--- src/rtl/useq_pkg.sv ---
`timescale 1ns/1ps
package useq_pkg;

    typedef enum logic [1:0] {
        SEQ_FETCH = 2'b00,
        SEQ_DISP1 = 2'b01,
        SEQ_DISP2 = 2'b10,
        SEQ_NEXT  = 2'b11
    } seq_e;

    typedef enum logic [1:0] {
        ALU_ADD  = 2'b00,
        ALU_SUB  = 2'b01,
        ALU_FUNC = 2'b10,
        ALU_RSV  = 2'b11
    } alu_e;

    typedef enum logic {
        OPA_PC   = 1'b0,
        OPA_REGA = 1'b1
    } opa_e;

    typedef enum logic [1:0] {
        OPB_REGB  = 2'b00,
        OPB_FOUR  = 2'b01,
        OPB_IMM   = 2'b10,
        OPB_IMMSH = 2'b11
    } opb_e;

    typedef enum logic [1:0] {
        RF_NONE     = 2'b00,
        RF_FROM_ALU = 2'b01,
        RF_FROM_MDR = 2'b10
    } rfc_e;

    typedef enum logic [1:0] {
        MEM_NONE   = 2'b00,
        MEM_RD_PC  = 2'b01,
        MEM_RD_ALU = 2'b10,
        MEM_WR_ALU = 2'b11
    } memc_e;

    typedef enum logic [1:0] {
        PC_NONE = 2'b00,
        PC_ALU  = 2'b01,
        PC_COND = 2'b10,
        PC_JUMP = 2'b11
    } pcc_e;

    // Symbolic microinstruction as held in the store
    typedef struct packed {
        alu_e  alu;
        opa_e  opa;
        opb_e  opb;
        rfc_e  rf;
        memc_e mem;
        pcc_e  pc;
        seq_e  seq;
    } uinstr_t;

    // Expanded datapath control lines
    typedef struct packed {
        logic [1:0] alu_fn;
        logic       opa_sel;
        logic [1:0] opb_sel;
        logic       rf_we;
        logic       rf_dst_rd;
        logic       rf_from_mem;
        logic       mem_rd;
        logic       mem_wr;
        logic       ir_load;
        logic       addr_from_alu;
        logic [1:0] pc_sel;
        logic       pc_we_uncond;
        logic       pc_we_zero;
        logic       pc_load;
    } ctrl_t;

    // Microprogram entry points
    localparam int UA_FETCH  = 0;
    localparam int UA_DECODE = 1;
    localparam int UA_AGEN   = 2;
    localparam int UA_LDMEM  = 3;
    localparam int UA_LDWB   = 4;
    localparam int UA_STMEM  = 5;
    localparam int UA_REXEC  = 6;
    localparam int UA_RWB    = 7;
    localparam int UA_BRCMP  = 8;
    localparam int UA_JUMP   = 9;

    // Instruction class opcodes
    localparam logic [5:0] OPC_REG   = 6'h00;
    localparam logic [5:0] OPC_JMP   = 6'h02;
    localparam logic [5:0] OPC_BRZ   = 6'h04;
    localparam logic [5:0] OPC_LOAD  = 6'h23;
    localparam logic [5:0] OPC_STORE = 6'h2B;

endpackage

--- src/rtl/useq_store.sv ---
`timescale 1ns/1ps
module useq_store
    import useq_pkg::*;
#(
    parameter int UADDR_W = 4
) (
    input  logic [UADDR_W-1:0] uaddr,
    output uinstr_t            uword
);
    localparam int DEPTH = 1 << UADDR_W;

    function automatic uinstr_t word_at(input int a);
        uinstr_t w;
        w = '{alu: ALU_ADD, opa: OPA_PC, opb: OPB_REGB, rf: RF_NONE,
              mem: MEM_NONE, pc: PC_NONE, seq: SEQ_FETCH};
        case (a)
            UA_FETCH: begin
                w.opb = OPB_FOUR;
                w.mem = MEM_RD_PC;
                w.pc  = PC_ALU;
                w.seq = SEQ_NEXT;
            end
            UA_DECODE: begin
                w.opb = OPB_IMMSH;
                w.seq = SEQ_DISP1;
            end
            UA_AGEN: begin
                w.opa = OPA_REGA;
                w.opb = OPB_IMM;
                w.seq = SEQ_DISP2;
            end
            UA_LDMEM: begin
                w.mem = MEM_RD_ALU;
                w.seq = SEQ_NEXT;
            end
            UA_LDWB:  w.rf  = RF_FROM_MDR;
            UA_STMEM: w.mem = MEM_WR_ALU;
            UA_REXEC: begin
                w.alu = ALU_FUNC;
                w.opa = OPA_REGA;
                w.seq = SEQ_NEXT;
            end
            UA_RWB:   w.rf  = RF_FROM_ALU;
            UA_BRCMP: begin
                w.alu = ALU_SUB;
                w.opa = OPA_REGA;
                w.pc  = PC_COND;
            end
            UA_JUMP:  w.pc  = PC_JUMP;
            default:  ;
        endcase
        return w;
    endfunction

    uinstr_t rom [DEPTH];

    for (genvar g = 0; g < DEPTH; g++) begin : g_rom
        assign rom[g] = word_at(g);
    end

    assign uword = rom[uaddr];

endmodule

--- src/rtl/useq_dispatch.sv ---
`timescale 1ns/1ps
module useq_dispatch
    import useq_pkg::*;
#(
    parameter int UADDR_W = 4,
    parameter int OP_W    = 6
) (
    input  logic [OP_W-1:0]    opcode,
    output logic [UADDR_W-1:0] tgt_one,
    output logic [UADDR_W-1:0] tgt_two
);
    localparam logic [OP_W-1:0] K_REG   = OP_W'(OPC_REG);
    localparam logic [OP_W-1:0] K_JMP   = OP_W'(OPC_JMP);
    localparam logic [OP_W-1:0] K_BRZ   = OP_W'(OPC_BRZ);
    localparam logic [OP_W-1:0] K_LOAD  = OP_W'(OPC_LOAD);
    localparam logic [OP_W-1:0] K_STORE = OP_W'(OPC_STORE);

    // First table: instruction class to first execute step
    always_comb begin
        tgt_one = UADDR_W'(UA_FETCH);
        if (opcode == K_REG)                          tgt_one = UADDR_W'(UA_REXEC);
        else if (opcode == K_LOAD || opcode == K_STORE) tgt_one = UADDR_W'(UA_AGEN);
        else if (opcode == K_BRZ)                     tgt_one = UADDR_W'(UA_BRCMP);
        else if (opcode == K_JMP)                     tgt_one = UADDR_W'(UA_JUMP);
    end

    // Second table: memory access direction
    always_comb begin
        tgt_two = UADDR_W'(UA_FETCH);
        if (opcode == K_LOAD)       tgt_two = UADDR_W'(UA_LDMEM);
        else if (opcode == K_STORE) tgt_two = UADDR_W'(UA_STMEM);
    end

endmodule

--- src/rtl/useq_decode.sv ---
`timescale 1ns/1ps
module useq_decode
    import useq_pkg::*;
(
    input  uinstr_t uword,
    input  logic    alu_zero,
    output ctrl_t   ctrl
);
    always_comb begin
        ctrl = '0;
        ctrl.alu_fn  = uword.alu;
        ctrl.opa_sel = uword.opa;
        ctrl.opb_sel = uword.opb;

        case (uword.rf)
            RF_FROM_ALU: begin
                ctrl.rf_we     = 1'b1;
                ctrl.rf_dst_rd = 1'b1;
            end
            RF_FROM_MDR: begin
                ctrl.rf_we       = 1'b1;
                ctrl.rf_from_mem = 1'b1;
            end
            default: ;
        endcase

        case (uword.mem)
            MEM_RD_PC: begin
                ctrl.mem_rd  = 1'b1;
                ctrl.ir_load = 1'b1;
            end
            MEM_RD_ALU: begin
                ctrl.mem_rd        = 1'b1;
                ctrl.addr_from_alu = 1'b1;
            end
            MEM_WR_ALU: begin
                ctrl.mem_wr        = 1'b1;
                ctrl.addr_from_alu = 1'b1;
            end
            default: ;
        endcase

        case (uword.pc)
            PC_ALU: begin
                ctrl.pc_sel       = 2'b00;
                ctrl.pc_we_uncond = 1'b1;
            end
            PC_COND: begin
                ctrl.pc_sel     = 2'b01;
                ctrl.pc_we_zero = 1'b1;
            end
            PC_JUMP: begin
                ctrl.pc_sel       = 2'b10;
                ctrl.pc_we_uncond = 1'b1;
            end
            default: ;
        endcase

        ctrl.pc_load = ctrl.pc_we_uncond | (ctrl.pc_we_zero & alu_zero);
    end

endmodule

--- src/rtl/useq_ctrl.sv ---
`timescale 1ns/1ps
module useq_ctrl
    import useq_pkg::*;
#(
    parameter int UADDR_W = 4,
    parameter int OP_W    = 6
) (
    input  logic               clk,
    input  logic               rst_n,
    input  logic [OP_W-1:0]    opcode,
    input  logic               alu_zero,
    output logic [UADDR_W-1:0] uaddr,
    output logic [1:0]         alu_fn,
    output logic               opa_sel,
    output logic [1:0]         opb_sel,
    output logic               rf_we,
    output logic               rf_dst_rd,
    output logic               rf_from_mem,
    output logic               mem_rd,
    output logic               mem_wr,
    output logic               ir_load,
    output logic               addr_from_alu,
    output logic [1:0]         pc_sel,
    output logic               pc_we_uncond,
    output logic               pc_we_zero,
    output logic               pc_load
);
    typedef struct packed {
        logic [UADDR_W-1:0] upc;
    } state_t;

    state_t             st_d, st_q;
    uinstr_t            uword;
    ctrl_t              ctrl;
    logic [UADDR_W-1:0] tgt_one, tgt_two;

    useq_store #(.UADDR_W(UADDR_W)) u_store (
        .uaddr (st_q.upc),
        .uword (uword)
    );

    useq_dispatch #(.UADDR_W(UADDR_W), .OP_W(OP_W)) u_dispatch (
        .opcode  (opcode),
        .tgt_one (tgt_one),
        .tgt_two (tgt_two)
    );

    useq_decode u_decode (
        .uword    (uword),
        .alu_zero (alu_zero),
        .ctrl     (ctrl)
    );

    // Next microaddress selection
    always_comb begin
        st_d = st_q;
        case (uword.seq)
            SEQ_NEXT:  st_d.upc = st_q.upc + 1'b1;
            SEQ_DISP1: st_d.upc = tgt_one;
            SEQ_DISP2: st_d.upc = tgt_two;
            default:   st_d.upc = UADDR_W'(UA_FETCH);
        endcase
    end

    always_ff @(posedge clk) begin
        if (!rst_n) st_q <= '{upc: UADDR_W'(UA_FETCH)};
        else        st_q <= st_d;
    end

    assign uaddr         = st_q.upc;
    assign alu_fn        = ctrl.alu_fn;
    assign opa_sel       = ctrl.opa_sel;
    assign opb_sel       = ctrl.opb_sel;
    assign rf_we         = ctrl.rf_we;
    assign rf_dst_rd     = ctrl.rf_dst_rd;
    assign rf_from_mem   = ctrl.rf_from_mem;
    assign mem_rd        = ctrl.mem_rd;
    assign mem_wr        = ctrl.mem_wr;
    assign ir_load       = ctrl.ir_load;
    assign addr_from_alu = ctrl.addr_from_alu;
    assign pc_sel        = ctrl.pc_sel;
    assign pc_we_uncond  = ctrl.pc_we_uncond;
    assign pc_we_zero    = ctrl.pc_we_zero;
    assign pc_load       = ctrl.pc_load;


    seq_step_chk: assert property (@(posedge clk) disable iff (!rst_n)
        (uword.seq == SEQ_NEXT) |=> (uaddr == UADDR_W'($past(uaddr) + 1'b1)));


    fetch_return_chk: assert property (@(posedge clk) disable iff (!rst_n)
        (uword.seq == SEQ_FETCH) |=> (uaddr == '0));


    disp_one_chk: assert property (@(posedge clk) disable iff (!rst_n)
        (uword.seq == SEQ_DISP1) |=> (uaddr == $past(tgt_one)));


    mem_excl_chk: assert property (@(posedge clk) disable iff (!rst_n)
        !(mem_rd && mem_wr));


    rf_path_chk: assert property (@(posedge clk) disable iff (!rst_n)
        rf_we |-> (rf_dst_rd != rf_from_mem));


    pc_cond_sel_chk: assert property (@(posedge clk) disable iff (!rst_n)
        pc_we_zero |-> (pc_sel == 2'b01));


    pc_idle_chk: assert property (@(posedge clk) disable iff (!rst_n)
        (!pc_we_uncond && !pc_we_zero) |-> !pc_load);

endmodule

--- config.mk ---
export PLATFORM = sky130hd
export DESIGN_NAME = useq_ctrl
export DESIGN_NICKNAME = d
export VERILOG_FILES = /design/src/rtl/useq_pkg.sv /design/src/rtl/useq_store.sv /design/src/rtl/useq_dispatch.sv /design/src/rtl/useq_decode.sv /design/src/rtl/useq_ctrl.sv
export SDC_FILE = /design/constraint.sdc
export NUM_CORES = 1
export LEC_CHECK = 0
export BUFFER_PORTS_ARGS = -buffer_cell sky130_fd_sc_hd__buf_2
export CAP_MARGIN = 20
export CORE_AREA = 2 2 44 46
export CTS_CLUSTER_DIAMETER = 120
export CTS_CLUSTER_SIZE = 8
export DETAILED_ROUTE_END_ITERATION = 6
export DIE_AREA = 0 0 46 48
export PLACE_DENSITY = 0.75
export SLEW_MARGIN = 10
export SYNTH_ARGS = -nofsm -noshare
export SYNTH_HDL_FRONTEND = slang
export SYNTH_SLANG_ARGS = --single-unit
--- constraint.sdc ---
create_clock -name clk -period 1.7 [get_ports clk]
set_input_delay 0.255 -clock clk [delete_from_list [all_inputs] [get_ports clk]]
set_output_delay 0.255 -clock clk [all_outputs]
set_load 0.03 [all_outputs]
# Yosys cells after proc, flatten, opt, wreduce, memory -nomap -nowiden
# Memories as Yosys holds them, arrays and structs flattened.
# Index checks and enable logic that the tools add are counted.
# word_totals
latchBits	0
mem_bits_ro	208
inputBits	9
ram_bits	0
mem_count	1
out_inout_bits	21
reg_bits	4
word_cells	47
# classes
muxes	19
div	0
n_mul	0
shifts	0
bitwise	3
magnitude_cmp	1
eq_ne	15
addsub	1
n_reduce_logical	6
# memory_table
name	depth	width	read_ports	rd_clocked_by_memory_dff	write_ports	line_no	source
(name not given)	16	13	1	0	0	useq_store.sv:61	assign uword = rom[uaddr];
# ops
cell	n
$mux 13	2
$mux 4	5
$eq 2x2->1 const B	7
$eq 6x6->1 const B	2
$pmux 4 s3	1
$mux 1	9
$eq 2x1->1 const B	4
$reduce_or 2->1	4
$eq 6x2->1 const B	1
$eq 6x3->1 const B	1
$logic_not 6->1	1
$ge 5x5->1 const B	1
$not 4->5	1
$add 4x1->4 const B	1
$pmux 2 s2	1
$mux 3	1
$and 1x1->1	1
$logic_or 1x1->1	1
$or 1x1->1	1

# Depth between registers and ports, before layout
# Gate-level depths: netlist of run 1.
# depth
ltp_word	8
depth_mapped	8

# By module
# A second synthesis of run 1 with hierarchy kept.
# unflattened
hier_cells	96
area_unflattened_um2	777.0
# modules_own_cells
module	seq_area_each_um2	area_each_um2	instances	cells_per_inst
useq_store	0.0	257.7	1	32
useq_ctrl	80.1	252.7	1	26
useq_decode	0.0	160.2	1	22
useq_dispatch	0.0	106.4	1	16

# Least setup slack after synthesis of run 1
# No wires, ideal clock.
# synth_timing
path_type	reg2out
startpoint	reg st_q (netlist bit uaddr[1])
endpoint	out pc_load
slack_ns	-0.948
arrival_ns	2.393
n_path_buf	0
path_stages_with_launch	5
path_cell_list	dfxtp_1 > inv_1 > ha_1 > nor4_1 > a21o_1
# synth_via
elab_chain_cells	8
word_cells_on_any_way	12
classes_between	eq/ne: 3; mux: 4; bitwise: 3; reduce/logical: 1; memory: 1
# synth_rtl
element	line_no	source
from (decl)	useq_ctrl.sv:32	state_t st_d, st_q;
from (signal assigned)	useq_ctrl.sv:66	if (!rst_n) st_q <= '{upc: UADDR_W'(UA_FETCH)};
from (signal assigned)	useq_ctrl.sv:67	else st_q <= st_d;
$not 4->5 (implied by the code)	useq_store.sv:61	
$mem_v2 16x13	--	
$mux 13 (implied by the code) (2 in a row)	useq_store.sv:61	
$eq 2x2->1	useq_decode.sv:43	case (uword.pc)
$mux 1	useq_decode.sv:43	
named net pc_we_zero	useq_ctrl.sv:25	output logic pc_we_zero,
$and 1x1->1	useq_decode.sv:59	ctrl.pc_load = ctrl.pc_we_uncond | (ctrl.pc_we_zero & alu_zero);
$or 1x1->1	useq_decode.sv:59	
to (decl)	useq_ctrl.sv:26	output logic pc_load
# The timed path passes the listed nets, and every way through them passes these cells. The select of a mux whose other input is x is not followed.

# Worst setup path after layout of run 1
# layout_timing
startpoint	reg st_q (netlist bit uaddr[1])
endpoint	out addr_from_alu
# layout_via
elab_chain_cells	7
word_cells_on_any_way	8
classes_between	eq/ne: 2; mux: 3; bitwise: 1; reduce/logical: 1; memory: 1
# layout_rtl
element	line_no	source
$not 4->5 (implied by the code) (*)	useq_store.sv:61	
$mem_v2 16x13 (*)	--	
$mux 13 (implied by the code) (*) (2 in a row)	useq_store.sv:61	
$eq 2x2->1	useq_decode.sv:27	case (uword.mem)
$reduce_or 2->1 (no line) (*)	--	
$mux 1 (*)	useq_decode.sv:27	
to (decl)	useq_ctrl.sv:22	output logic addr_from_alu,
# Mark *: on every way between the ends. The rest lies on a longest branch, timed or not. The select of a mux whose other input is x is not followed.

==> impl_metrics.yaml, run 1 <==
status:
  status: "complete, but fails checks"
  violations: "negative setup slack"
finish:
  regArea_um2: 92.6
  nets: 146
  multiInputGateArea_um2: 621
  finish.utilization_pct: 67.0
  synthToLayoutAreaGrowth_pct: 99.8
  drive_above_1_share_pct: 71.8
  fillers: 144
  largest_register_ffs: 4
  diodes: 0
timing:
  setup_slack_ns: -0.190
  maxSlewViolCount: 0
  slew-limit-headroom_pct: 78.0
  period_minus_slack_ns: 1.89
  finalCritPeriodShare_pct: 111
  whs_ns: 0.344
  tightest_slew_ns: 0.329
  final-hold-violation-count: 0
  rsz0062_at_grt: "true"
  clock_skew_ns: 0.00584
  max_freq_mhz: 529
  setup_violations: 7
logic_synthesis:
  syn_avg_cell_area_um2: 7.46
  netlist.area_leader.share_pct: 26.5
  synth_flop_cell: "dfxtp_1"
  synth-seq-cells: 4
  syn-num-nets: 97
  syn_inst: 76
  synthTopCellsByCount: "ha_1, inv_1, nand2_1"
  synth.most_common_cell: "ha_1"
  ys_types: 30
  synth_area_leaders: "ha_1, dfxtp_1, inv_1"
  yosysTopAreaCell: "ha_1"
  synth-edff-count: 0
  async_reset_ff_share_pct: 0
  synth_area_um2: 567
  yosysSeqAreaShare_pct: 14.1
  yosys_warnings: 0
global_route:
  antenna_found_initial: 0
  grt_max_degree: 12
  grt_first_pass_wirelength_um: 2680
  grt_pass1_vias: 656
  track_usage_pct: 16.4
  grt_overflow: 0
flow_run:
  max_cap_viol_count: 0
die:
  start_util_pct: 33.6
  die_h_um: 48
  top_level_ports: 30
  rows: 15
  die-width_um: 46
  dieArea_mm2: 0.00221
  core_mm2: 0.00169
clock_tree:
  cts_root_buffer: "clkbuf_4"
  clkLatencyLatePin_ns: 0.23
  clk_pin_slew_ns: 0.04
  cts_sinks: 4
  cts_tree: "yes"
  cts_buffers: 3
  cts.path.max_buffers: 2
  htree_levels: 1
hold_path:
  hp-class: "in2reg"
drt:
  firstDrtPassIters: 4
  drt-total-wl_um: 1820
  final_antenna_net_count: 0
  drt-initial-drc-count: 2
  wl_per_cell_um: 12.9
  via_per_inst: 5.10
  route.detailed.drc: 0
  dr_total_vias: 719
critical_path:
  cp_max_fo: 4
  cp.required_ns: 1.44
  end_kind: "output pin"
  startpoint_type: "flip-flop"
  crit_arrival_ns: 1.63
  crit_type: "reg2out"
placement:
  gp_congestion: 0.798
  port_buffers: 29
  dpl.hpwl_um: 1300
power:
  p_leak_uw: 0.000540
  peakVddDrop_mv: 0.710
  power.density_mw_per_mm2: 1590
-- through the flow --
step | worst slack [ns] | cells | total power, uW | TNS (ns) | instance area [um^2]
final | -0.190 | 141 | 1800 | -0.528 | 1130
after global placement | 0.00649 | 132 | 1320 | 0 | 891
after CTS | -0.151 | 140 | 1710 | -0.578 | 1040
after global routing | -0.253 | 141 | 1920 | -1.17 | 1130
after detailed placement | -0.0235 | 132 | 1350 | -0.0235 | 891
after floorplan | -0.0252 | 76 | 1000 | -0.0529 | 647
-- critical path, stage by stage (launching register included) --
cell     delay [ns]
dfxtp_4        0.36
inv_4          0.05
ha_4           0.15
nand2_2        0.08
nand2_1        0.06
nand2_2        0.10
inv_2          0.06
ha_2           0.16
or2_4          0.24
buf_6          0.14
-- layer usage --
layer / global-route usage [%] / wire length, um / vias to the layer above
met3: 2.26 / 75 / 0
li1: - / - / 368
met5: 0 / 0 / -
met2: 32.2 / 1030 / 28
met1: 19.3 / 708 / 323
met4: 1.71 / 0 / 0
-- cell type report --
class / count / area share (%)
clock buffers: 4 / 2.32
inverters: 9 / 3.76
multi-input cells: 61 / 54.8
flip-flops and latches: 4 / 8.18
well taps: 17 / 1.88
repair buffers: 46 / 29.1
-- path summary, 6_finish.rpt --
| check | startpoint | endpoint | slack (ns) | cells after the start |
|---|---|---|---|---|
| worst max-delay path | uaddr[1] | addr_from_alu | -0.19 | 9 |
| worst min-delay path | opcode[3] | uaddr[1] | 0.34 | 3 |
| worst max register to register | uaddr[0] | uaddr[3] | 0.07 | 8 |
| worst min register to register | uaddr[0] | uaddr[3] | 0.56 | 2 |
-- cells by family after synthesis --
family	after synthesis	synth area share [%]
flops	4	14.1
fa+ha+maj	12	26.5
mux	1	1.77
simple gates	34	32.7
buf+inv	11	7.50
compound gates	13	15.9
xor+xnor	1	1.55
-- timing repair --
action | CTS | global route
setup buffers | 4 | 2
setup endpoints to repair | 9 | 17
resized for setup | 31 | 21
hold buffers | 0 | 0
pin swaps | 2 | 5
hold endpoints to repair | 0 | 0
gates cloned | 0 | 0
-- power by group --
part	switching, uW	total [uW]	internal (uW)
clock network	37.4	125	88.0
logic	847	1490	639
registers	54.7	188	134
-- layout by cell type (no fill, tap or decap), types with 3 or more instances in the layout --
cell / n
buf_2: 17
nor3_1: 3
ha_2: 3
ha_4: 6
ha_1: 3
a21oi_1: 3
dfxtp_4: 3
nand2_1: 5
inv_2: 5
nand2_2: 4
buf_6: 7
clkbuf_4: 4
buf_4: 21
Power figures use the tool's default switching activity.
==> inputs of run 2 (changes only) <==
--- a/config.mk
+++ b/config.mk
@@ -7,13 +7,14 @@
 export LEC_CHECK = 0
 export BUFFER_PORTS_ARGS = -buffer_cell sky130_fd_sc_hd__buf_2
 export CAP_MARGIN = 20
-export CORE_AREA = 2 2 44 46
+export CORE_AREA = 2 2 51 53
 export CTS_CLUSTER_DIAMETER = 120
 export CTS_CLUSTER_SIZE = 8
 export DETAILED_ROUTE_END_ITERATION = 6
-export DIE_AREA = 0 0 46 48
-export PLACE_DENSITY = 0.75
+export DIE_AREA = 0 0 53 55
+export PLACE_DENSITY = 0.71
 export SLEW_MARGIN = 10
 export SYNTH_ARGS = -nofsm -noshare
 export SYNTH_HDL_FRONTEND = slang
+export SYNTH_HIERARCHICAL = 1
 export SYNTH_SLANG_ARGS = --single-unit
==> run 2 against run 1 <==
- critical endpoint unchanged
- area after synthesis grew 37%
- non-clock buffer count stayed put
- combinational power rose by 69%
- clock power is 5% lower
- clock skew shrank 0.0050 ns
- first-iteration DRC count grew to 2.5 times the previous value
- count of clock-buffer cells in the layout shrank 1
- routed wire length up 19%
- core utilization fell by 11 points
- total power grew 59%
- via count up 8.3%
- register-to-register slack got worse by 0.08 ns
- the flow still finishes with violations (negative setup slack)
==> impl_metrics.yaml, run 2 <==
status:
  status: "complete, but fails checks"
  violations: "negative setup slack"
critical_path:
  cp.required_ns: 1.44
  cp_max_fo: 4
  crit_type: "reg2out"
  crit_arrival_ns: 1.61
  startpoint_type: "flip-flop"
  ff2ff_setup_slack_ns: -0.01
  end_kind: "output pin"
placement:
  dpl.hpwl_um: 1480
  gp_congestion: 0.853
  dpl_cell_area_um2: 985
  port_buffers: 29
finish:
  synthToLayoutAreaGrowth_pct: 70.7
  final_common_cell: "buf_2"
  nets: 156
  drive_above_1_share_pct: 68.4
  diodes: 0
  final_cell_mix: "buf_2, buf_6, buf_4"
  largest_register_ffs: 4
  fin_area_mm2: 0.00133
  finish.utilization_pct: 56.1
drt:
  final_antenna_net_count: 0
  wl_per_cell_um: 13.2
  dr_total_vias: 779
  via_per_inst: 4.78
  firstDrtPassIters: 3
  drt-initial-drc-count: 5
  route.detailed.drc: 0
  drt-total-wl_um: 2160
die:
  top_level_ports: 30
  core_mm2: 0.00236
  start_util_pct: 32.9
  die-width_um: 53
  rows: 18
  dieArea_mm2: 0.00292
  die_h_um: 55
global_route:
  grt_overflow: 0
  grt_first_pass_wirelength_um: 2970
  track_usage_pct: 14.1
  antenna_found_initial: 0
  met3_usage_pct: 1.88
  grt_pass1_vias: 707
  grt-busiest-layer: "met2"
  grt_max_degree: 12
  grtUsageMet2_pct: 30.8
  gr-usage-met1_pct: 13.3
logic_synthesis:
  yosys_warnings: 6
  synth-seq-cells: 4
  syn-num-nets: 117
  ys_types: 40
  async_reset_ff_share_pct: 0
  synth_flop_cell: "dfxtp_1"
  synth_area_um2: 777
  synth_area_leaders: "ha_1, dfxtp_1, buf_4"
  yosysSeqAreaShare_pct: 10.3
  synthTopCellsByCount: "ha_1, inv_1, buf_4"
  netlist.area_leader.share_pct: 19.3
  syn_inst: 96
  yosysTopAreaCell: "ha_1"
  syn_avg_cell_area_um2: 8.09
  synth-edff-count: 0
  synth.most_common_cell: "ha_1"
timing:
  clock_skew_ns: 0.000877
  finalCritPeriodShare_pct: 110
  period_minus_slack_ns: 1.87
  final-hold-violation-count: 0
  setup_slack_ns: -0.166
  maxSlewViolCount: 0
  setup_violations: 13
  max_freq_mhz: 536
  rsz0062_at_grt: "true"
clock_tree:
  cts_buffers: 3
  cts_root_buffer: "clkbuf_4"
  cts-hold-fix-buffers: 0
  cts.path.max_buffers: 2
  cts_tree: "yes"
  clkLatencyLatePin_ns: 0.24
  cts_sinks: 4
  htree_levels: 1
  clk_pin_slew_ns: 0.04
power:
  p_int_uw: 1430
  clkPwrFrac_pct: 4.1
  p_comb_share_pct: 88.1
  switching_share_pct: 50.3
  p_sw_uw: 1440
  p_leak_uw: 0.000608
  p_seq_share_pct: 7.8
  peakVddDrop_mv: 1.25
  power.density_mw_per_mm2: 2160
flow_run:
  max_cap_viol_count: 0
hold_path:
  hp-class: "in2reg"
-- run 2: final cells by class --
| type | instances | area, um^2 |
|---|---|---|
| clock buffers | 3 | 22.5 |
| fillers | 213 | 1040 |
| inverters | 9 | 41.3 |
| multi-input cells | 71 | 764 |
| flip-flops and latches | 4 | 92.6 |
| well taps | 30 | 37.5 |
| repair buffers | 46 | 368 |
-- run 2: worst max-delay path, cell delays in order (launching register included) --
cell	delay [ns]
dfxtp_4	0.35
buf_4	0.16
ha_4	0.17
nand2b_4	0.07
a21oi_4	0.08
ha_4	0.17
or2_4	0.24
buf_6	0.13
-- run 2: timing repair --
action | CTS | global route
setup buffers | 3 | 1
endpoints found under the setup margin | 17 | 18
resized for setup | 41 | 34
pin swaps | 10 | 7
-- run 2: worst paths after layout --
kind / from / to / cells after the start
min reg2reg: uaddr[0] / uaddr[0] / 4
min: rst_n / uaddr[3] / 2
max reg2reg: uaddr[0] / uaddr[3] / 10
max: uaddr[1] / addr_from_alu / 7
-- run 2: logic make-up after synthesis --
family                   after synthesis  synth area share [%]
buffers and inverters                 21                  16.4
adder cells (fa/ha/maj)               12                  19.3
flip-flops                             4                  10.3
other                                  1                 0.483
multiplexers                           4                  5.80
AO/OA/AOI/OAI                         11                  10.5
XOR/XNOR                               2                  2.25
AND/OR/NAND/NOR                       41                  34.9
-- run 2: power groups by stage --
| stage | clock network (uW) | logic (uW) | registers, uW |
|---|---|---|---|
| 2_1_floorplan | 0 | 1280 | 264 |
| 3_3_place_gp | 0 | 1720 | 183 |
| 3_5_place_dp | 0 | 1770 | 185 |
| 4_1_cts | 122 | 2230 | 204 |
| 5_1_grt | 125 | 2690 | 231 |
| 6_report | 119 | 2520 | 223 |
-- run 2: metal layers --
| metal | vias up | share of wire [%] |
|---|---|---|
| met5 | - | 0 |
| met4 | 0 | 1.2 |
| met3 | 4 | 3.4 |
| met2 | 23 | 59 |
| met1 | 362 | 37 |
| li1 | 390 | - |
-- run 2: stage by stage --
step / TNS, ns / std cells / setup WS [ns] / power, uW / hold WS, ns
6_report: -1.14 / 163 / -0.166 / 2870 / 0.291
3_5_place_dp: -0.159 / 156 / -0.0687 / 1950 / 0.530
5_1_grt: -1.99 / 163 / -0.221 / 3050 / 0.295
2_1_floorplan: -0.0705 / 96 / -0.0403 / 1540 / 0.373
4_1_cts: -1.67 / 162 / -0.182 / 2560 / 0.285
3_3_place_gp: -0.00723 / 156 / -0.00723 / 1910 / 0.514
==> inputs of run 3 (changes only) <==
--- a/config.mk
+++ b/config.mk
@@ -12,6 +12,7 @@
 export CTS_CLUSTER_SIZE = 8
 export DETAILED_ROUTE_END_ITERATION = 6
 export DIE_AREA = 0 0 53 55
+export GPL_TIMING_DRIVEN = 0
 export PLACE_DENSITY = 0.71
 export SLEW_MARGIN = 10
 export SYNTH_ARGS = -nofsm -noshare
==> run 3 against run 2 <==
- the run still ends with negative setup slack left
- count of clock-buffer cells in the layout is 1 higher
- combinational power increased by 8%
- largest power group unchanged
- highest routed layer unchanged
- cell count up 9.2%
- routed wire length up 7.4%
==> impl_metrics.yaml, run 3 (same netlist as run 2, synthesis figures left out) <==
power:
  p_leak_uw: 0.000686
  power.density_mw_per_mm2: 2100
  peakVddDrop_mv: 1.43
finish:
  nets: 170
  final_cell_mix: "buf_6, buf_4, buf_2"
  diodes: 0
  fillers: 202
  final_common_cell: "buf_6"
  finish.utilization_pct: 61.6
  drive_above_1_share_pct: 67.6
  largest_register_ffs: 4
  synthToLayoutAreaGrowth_pct: 87.4
die:
  start_util_pct: 32.9
  core_mm2: 0.00236
  die-width_um: 53
  dieArea_mm2: 0.00292
  die_h_um: 55
  rows: 18
  top_level_ports: 30
status:
  status: "complete, but fails checks"
  violations: "negative setup slack"
global_route:
  grt_max_degree: 11
  grt_overflow: 0
  track_usage_pct: 15.8
  antenna_found_initial: 0
  grt_first_pass_wirelength_um: 3420
  grt_pass1_vias: 859
timing:
  final-hold-violation-count: 0
  timing.setup.tns_ns: -1.93
  clock_skew_ns: 0.00150
  rsz0062_at_grt: "true"
  maxSlewViolCount: 0
  finalCritPeriodShare_pct: 113
  setup_violations: 16
  setup_slack_ns: -0.227
  max_freq_mhz: 519
  period_minus_slack_ns: 1.93
critical_path:
  crit_buf_inv: 3
  cp.required_ns: 1.44
  cp_common_cell: "buf_6"
  startpoint_type: "flip-flop"
  crit_family: "adder cells"
  crit_arrival_ns: 1.67
  crit_type: "reg2out"
  end_kind: "output pin"
  ff2ff_setup_slack_ns: -0.11
  cpMaxStageDelayCell: "dfxtp_4"
  crit_chain: "buf_6 -> ha_2 -> nand2b_4 -> a21oi_4 -> inv_1 -> ha_1 -> buf_6"
  cp_max_fo: 3
  cpPeakStageDelay_ns: 0.38
hold_path:
  hp-class: "in2reg"
drt:
  final_antenna_net_count: 0
  wl_per_cell_um: 13.0
  route.detailed.drc: 0
  dr_total_vias: 858
  via_per_inst: 4.82
  drt-initial-drc-count: 5
  firstDrtPassIters: 3
  drt-total-wl_um: 2320
clock_tree:
  cts.path.max_buffers: 2
  cts_sinks: 4
  cts_root_buffer: "clkbuf_4"
  cts_tree: "yes"
  clk_pin_slew_ns: 0.04
  cts-hold-fix-buffers: 0
  cts_buffers: 3
  clkLatencyLatePin_ns: 0.24
  htree_levels: 1
placement:
  dpl.hpwl_um: 1330
  port_buffers: 28
  gp_congestion: 0.773
flow_run:
  max_cap_viol_count: 0
## run 3: cell types whose count changed in the layout (fill, tap and decap cells not counted), moves of 2 or more
cell	delta
buf_2	-5
buf_4	+8
mux2i_1	+2
buf_6	+9
clkbuf_1	+3
mux2i_2	-2
## run 3: metrics by stage
stage	instance area, um^2	setup slack, ns	hold slack (ns)	total power, uW	instances
global route	1460	-0.277	0.302	3240	178
CTS	1360	-0.179	0.295	2740	173
finish	1460	-0.227	0.299	3050	178
floorplan	798	-0.0403	0.373	1540	96
detailed placement	976	-0.237	0.530	1890	154
global placement	976	-0.190	0.523	1850	154
## run 3: layout make-up
class	count	area (um^2)	share of cell area (%)
inverters	9	41.3	2.84
plain buffers	12	97.6	6.70
flip-flops and latches	4	91.3	6.27
multi-input cells	71	761	52.2
clock buffers	4	26.3	1.80
well taps	30	37.5	2.58
repair buffers	48	402	27.6
## run 3: worst paths after layout
| kind | depth (start not counted) | endpoint | startpoint |
|---|---|---|---|
| max | 7 | ir_load | uaddr[1] |
| max reg2reg | 10 | uaddr[3] | uaddr[1] |
| min reg2reg | 3 | uaddr[2] | uaddr[2] |
| min | 2 | uaddr[3] | rst_n |
## run 3: power by group
group | switching (uW) | internal, uW
Clock | 43.2 | 88.4
Sequential | 68.8 | 145
Combinational | 1350 | 1360
Total | 1460 | 1590
## run 3: metal layers
layer	track usage, %	vias up	part of all wire [%]
li1	-	420	-
met1	15.4	413	37
met2	34.0	23	58
met3	1.61	2	3.5
met4	5.13	0	0.69
met5	0	-	0
## run 3: timing repair
item	4_1_cts	5_1_grt
resized for setup	62	17
endpoints found under the setup margin	17	20
buffers inserted	15	5
hold endpoints to repair	0	0
gates cloned	0	0
pin swaps	8	10
